File: config.mk
export PLATFORM = sky130hd
export DESIGN_NAME = agen2d_core
export DESIGN_NICKNAME = d
export VERILOG_FILES = /design/src/rtl/agen2d_pkg.sv /design/src/rtl/agen2d_step.sv /design/src/rtl/agen2d_cnt.sv /design/src/rtl/agen2d_core.sv
export SDC_FILE = /design/constraint.sdc
export NUM_CORES = 1
export LEC_CHECK = 0
export BUFFER_PORTS_ARGS = -buffer_cell sky130_fd_sc_hd__buf_4
export CAP_MARGIN = 20
export CORE_MARGIN = 8
export CORE_UTILIZATION = 45
export CTS_CLUSTER_DIAMETER = 50
export DETAILED_ROUTE_END_ITERATION = 8
export RECOVER_POWER = 25
export SYNTH_ARGS = -nofsm -noshare
export SYNTH_HDL_FRONTEND = slang
export SYNTH_HIERARCHICAL = 1
export SYNTH_SLANG_ARGS = --single-unit
File: constraint.sdc
create_clock -name clk -period 10.8 [get_ports clk]
set_input_delay 0.54 -clock clk [delete_from_list [all_inputs] [get_ports clk]]
set_output_delay 0.54 -clock clk [all_outputs]
set_load 0.1 [all_outputs]
File: src/rtl/agen2d_pkg.sv
package agen2d_pkg;
    typedef enum logic [1:0] {
        ST_IDLE = 2'd0,
        ST_RUN  = 2'd1,
        ST_HALT = 2'd2
    } agen_state_t;

    // Left shift that turns an element count into bytes
    function automatic logic [1:0] size_shift(input logic [1:0] code);
        logic [1:0] sh;
        unique case (code)
            2'd0:    sh = 2'd0;
            2'd1:    sh = 2'd1;
            default: sh = 2'd2;
        endcase
        return sh;
    endfunction
endpackage

File: src/rtl/agen2d_step.sv
module agen2d_step #(
    parameter int AW = 32,
    parameter int SW = 16
) (
    input  logic [SW-1:0] stride,
    input  logic [1:0]    esize,
    output logic [AW-1:0] step
);
    import agen2d_pkg::*;

    logic [AW-1:0] ext;

    generate
        if (AW > SW) begin : g_ext
            assign ext = {{(AW-SW){stride[SW-1]}}, stride};
        end else begin : g_trunc
            assign ext = stride[AW-1:0];
        end
    endgenerate

    assign step = ext << size_shift(esize);
endmodule

File: src/rtl/agen2d_cnt.sv
module agen2d_cnt #(
    parameter int CW = 16
) (
    input  logic          clk,
    input  logic          rst_n,
    input  logic          load,
    input  logic [CW-1:0] load_val,
    input  logic          dec,
    output logic          last
);
    logic [CW-1:0] cnt_q;

    always_ff @(posedge clk or negedge rst_n) begin
        if (!rst_n)    cnt_q <= '0;
        else if (load) cnt_q <= load_val;
        else if (dec)  cnt_q <= cnt_q - 1'b1;
    end

    assign last = (cnt_q == '0);
endmodule

File: src/rtl/agen2d_core.sv
module agen2d_core #(
    parameter int AW = 32,
    parameter int CW = 16,
    parameter int SW = 16
) (
    input  logic          clk,
    input  logic          rst_n,
    input  logic          start,
    input  logic [AW-1:0] base_addr,
    input  logic [CW-1:0] row_len,
    input  logic [SW-1:0] row_step,
    input  logic [CW-1:0] row_cnt,
    input  logic [SW-1:0] col_step,
    input  logic [1:0]    elem_size,
    input  logic          auto_mode,
    input  logic          row_irq_en,
    input  logic          ready,
    output logic [AW-1:0] addr,
    output logic          valid,
    output logic          done,
    output logic          irq
);
    import agen2d_pkg::*;

    agen_state_t state_q, state_d;

    logic [AW-1:0] addr_q, base_q, istep_q, ostep_q;
    logic [AW-1:0] istep_in, ostep_in;
    logic [CW-1:0] len_m1_q, rows_m1_q;
    logic          auto_q, rirq_q, irq_q;
    logic          go, acc, row_end, pass_end, i_last, o_last;

    // Counts are stored minus one; 0 wraps to all ones, i.e. 65536 elements
    localparam logic [CW-1:0] ONE = CW'(1);

    agen2d_step #(.AW(AW), .SW(SW)) u_istep (
        .stride(row_step), .esize(elem_size), .step(istep_in)
    );
    agen2d_step #(.AW(AW), .SW(SW)) u_ostep (
        .stride(col_step), .esize(elem_size), .step(ostep_in)
    );

    assign go       = start && (state_q != ST_RUN);
    assign acc      = (state_q == ST_RUN) && ready;
    assign row_end  = i_last;
    assign pass_end = i_last && o_last;

    agen2d_cnt #(.CW(CW)) u_icnt (
        .clk(clk), .rst_n(rst_n),
        .load(go || (acc && row_end)),
        .load_val(go ? (row_len - ONE) : len_m1_q),
        .dec(acc && !row_end),
        .last(i_last)
    );

    agen2d_cnt #(.CW(CW)) u_ocnt (
        .clk(clk), .rst_n(rst_n),
        .load(go || (acc && pass_end)),
        .load_val(go ? (row_cnt - ONE) : rows_m1_q),
        .dec(acc && row_end && !pass_end),
        .last(o_last)
    );

    // Next-state logic
    always_comb begin
        state_d = state_q;
        unique case (state_q)
            ST_IDLE: if (start) state_d = ST_RUN;
            ST_RUN:  if (acc && pass_end && !auto_q) state_d = ST_HALT;
            ST_HALT: if (start) state_d = ST_RUN;
            default: state_d = ST_IDLE;
        endcase
    end

    // State register
    always_ff @(posedge clk or negedge rst_n) begin
        if (!rst_n) state_q <= ST_IDLE;
        else        state_q <= state_d;
    end

    // Configuration capture
    always_ff @(posedge clk or negedge rst_n) begin
        if (!rst_n) begin
            base_q    <= '0;
            istep_q   <= '0;
            ostep_q   <= '0;
            len_m1_q  <= '0;
            rows_m1_q <= '0;
            auto_q    <= 1'b0;
            rirq_q    <= 1'b0;
        end else if (go) begin
            base_q    <= base_addr;
            istep_q   <= istep_in;
            ostep_q   <= ostep_in;
            len_m1_q  <= row_len - ONE;
            rows_m1_q <= row_cnt - ONE;
            auto_q    <= auto_mode;
            rirq_q    <= row_irq_en;
        end
    end

    // Address and interrupt datapath
    always_ff @(posedge clk or negedge rst_n) begin
        if (!rst_n) begin
            addr_q <= '0;
            irq_q  <= 1'b0;
        end else begin
            irq_q <= acc && (pass_end || (row_end && rirq_q));
            if (go) begin
                addr_q <= base_addr;
            end else if (acc) begin
                if (pass_end) begin
                    if (auto_q) addr_q <= base_q;
                end else if (row_end) begin
                    addr_q <= addr_q + ostep_q;
                end else begin
                    addr_q <= addr_q + istep_q;
                end
            end
        end
    end

    // Output decode
    always_comb begin
        valid = 1'b0;
        done  = 1'b0;
        unique case (state_q)
            ST_IDLE: ;
            ST_RUN:  valid = 1'b1;
            ST_HALT: done  = 1'b1;
            default: ;
        endcase
    end

    assign addr = addr_q;
    assign irq  = irq_q;
endmodule

==> flow_metrics.env <==
export IMPL_outcome="finished, violations left"
export IMPL_violations="capacitance limit, slew limit"
export IMPL_async_flop_share=1.00
export IMPL_clkTransAtPathRegs_ns=0.07
export IMPL_tightest_slew_ns=3.88
export IMPL_hold_violations=0
export IMPL_fin_area_um2=13400
export IMPL_avgSynthCellArea_um2=8.62
export IMPL_crit_path_end_kind="asynchronous set/reset pin"
export IMPL_cellLeakagePower_nw=6.38
export IMPL_finalNetCount=1586
export IMPL_skew_ns=0.0156
export IMPL_yosysWarningCount=6
export IMPL_post_place_ws_ns=5.66
export IMPL_fill_cells=2513
export IMPL_antenna_left=0
export IMPL_vias=9866
export IMPL_ir_worst_vdd_v=0.000174
export IMPL_die_w_um=179
export IMPL_final_cell_mix="nand2_1 (408), dfrtp_1 (197), buf_4 (145)"
export IMPL_ys_flop_type="dfrtp_1"
export IMPL_core_rowCount=59
export IMPL_synth_edf_count=0
export IMPL_relSlewSlack=-1.59
export IMPL_clock_sinks=197
export IMPL_hold_buffers=0
export IMPL_drive_gt1_frac=0.165
export IMPL_path_delay_family="buffers and inverters"
export IMPL_clockBufferDepth=2
export IMPL_crit_buf_inv=3
export IMPL_setup_slack_ns=4.68
export IMPL_hold_class="in2reg"
export IMPL_antenna_found_initial=0
export IMPL_cp_required_ns=10.45
export IMPL_post_drt_wl_per_cell_um=17.6
export IMPL_fin_crit_ns=6.12
export IMPL_grt_pass1_wl_um=50700
export IMPL_synth_seq_cells=197
export IMPL_die_h_um=179
export IMPL_p_per_area_nw_per_um2=308
export IMPL_gp_congestion=0.887
export IMPL_numCtsBuffers=17
export IMPL_syn_inst=1388
export IMPL_cp_cell_sequence="clkbuf_1 -> clkbuf_1 -> clkbuf_1"
export IMPL_max_cap_viol_count=2
export IMPL_worstSetupPathType="in2async"
export IMPL_first_pass_iters=5
export IMPL_coreArea_um2=26100
export IMPL_io_buffers=138
export IMPL_tns_ns=0
export IMPL_syn_nets=1528
export IMPL_cp_start_kind="input port"
export IMPL_drt_iter0_drc=740
export IMPL_dp_hpwl_um=22700
export IMPL_fp_dieArea_um2=32100
export IMPL_critPathSlowestCell="clkbuf_1"
export IMPL_ios=139
export IMPL_drc=0
export IMPL_grt_pass1_vias=9546
export IMPL_vias_per_cell=5.50
export IMPL_cts_max_level=4
export IMPL_cp_data_arrival_time_ns=5.77
export IMPL_cts_resized_gates=0
export IMPL_fin_crit_sh=0.566
export IMPL_cts_root_buf="clkbuf_16"
export IMPL_tritoncts="built"
export IMPL_clock_latency_ns=0.44
export IMPL_cp_slowest_stage_delay_ns=2.75
export IMPL_fmax_mhz=163
export IMPL_grt_max_degree=78
export IMPL_layout_commonest_cell="nand2_1"
export IMPL_grt_total_usage=0.196
export IMPL_cp_max_fo=71
export IMPL_rsz0062_at_grt="false"
export IMPL_grt_overflow=0
export IMPL_crit_top_cell="clkbuf_1"
export IMPL_num_antenna_cells=0
export IMPL_cts_setup_buffers=0
export IMPL_multi_input_area_um2=6380
export IMPL_synth_top_area_frac=0.412
export IMPL_syn_area_um2=12000
export IMPL_synth_area_leaders="dfrtp_1 (41%), nand2_1 (13%), ha_1 (3.7%)"
export IMPL_slew_viol_final=124
export IMPL_synth_top_area_cell="dfrtp_1"
export IMPL_area_delta_synth_final_pct=12.1
export IMPL_setup_viol=0
export IMPL_seq_area_frac_synth=0.412
export IMPL_seqCellArea_um2=4930
export IMPL_start_util=0.459
export IMPL_drt_total_wl_um=31500
export IMPL_ys_types=78
export IMPL_post_dp_cell_area_um2=12900
[flip-flops by register name (all words and copies together) (netlist names)]
name and count:
addr 32, auto_q 1, rows_m1_q 16, rirq_q 1, base_q 32, len_m1_q 16
ostep_q 32, u_ocnt/cnt_q 16, u_icnt/cnt_q 16, irq 1, state_q 2, istep_q 32
[synth_stat cells (14+ instances only)]
library cell and count:
a31oi_1 17, nor2_1 78, xor2_1 20, o211ai_1 20
or4_1 14, a21o_1 22, mux2i_1 35, clkbuf_1 55
mux2_2 35, ha_1 35, a21oi_1 32, nor4_1 14
o21ai_0 73, xnor2_1 34, buf_4 28, nand2_1 409
o21ai_1 25, inv_1 16, dfrtp_1 197
[final cells by class]
| cell class | count | share of cell area |
|---|---|---|
| Timing Repair Buffer | 148 | 0.0820 |
| Tap cell | 335 | 0.0312 |
| Multi-Input combinational cell | 1066 | 0.475 |
| Inverter | 16 | 0.00448 |
| Clock buffer | 20 | 0.0325 |
| Sequential cell | 197 | 0.367 |
| Clock inverter | 12 | 0.00718 |
[worst paths after layout]
path | depth (start not counted) | slack (ns) | to | startpoint
max in group clk | 15 | 5.59 | addr[28] | u_icnt/cnt_q[4]
max reg2reg | 15 | 5.59 | addr[28] | u_icnt/cnt_q[4]
max | 3 | 4.68 | base_q[28] | rst_n
min in group asynchronous | 1 | 1.00 | ostep_q[3] | rst_n
min | 3 | 0.29 | auto_q | auto_mode
min reg2reg | 2 | 0.47 | istep_q[28] | istep_q[28]
[metrics by stage]
step	cells	hold WS (ns)	utilization	power, mW
finish	1794	0.290	0.515	4.13
global route	1794	0.288	0.515	4.42
CTS	1793	0.0484	0.515	4.14
detailed placement	1761	0.458	0.495	3.53
global placement	1761	0.452	0.495	3.50
floorplan	1388	0.244	-	3.03
[where the power goes]
group / internal, mW / total (mW) / switching, mW
logic: 0.794 / 2.22 / 1.43
clock network: 0.299 / 0.597 / 0.298
registers: 1.07 / 1.31 / 0.239
total: 2.17 / 4.13 / 1.97
[worst min-delay path, cell delays in order]
cell	delay (ns)
buf_4	0.08
nand2_1	0.04
nand2_1	0.04
[cell families (layout without fill, tap and decap cells)]
logic type,after synthesis,after routing,synth area share
buf+inv,125,196,0.0570
fa+ha+maj,36,36,0.0383
xor+xnor,54,54,0.0395
flops,197,197,0.412
simple gates,620,620,0.231
mux,70,70,0.0622
compound gates,286,286,0.160
[routing by layer]
metal  up-vias  GRT usage  wire length, µm
met3        19     0.0326             1350
met2       199      0.312            14400
met5         -          0                0
met4         0     0.0379              312
li1       4934          -                -
met1      4714      0.278            15400
Power figures use the tool's default switching activity.
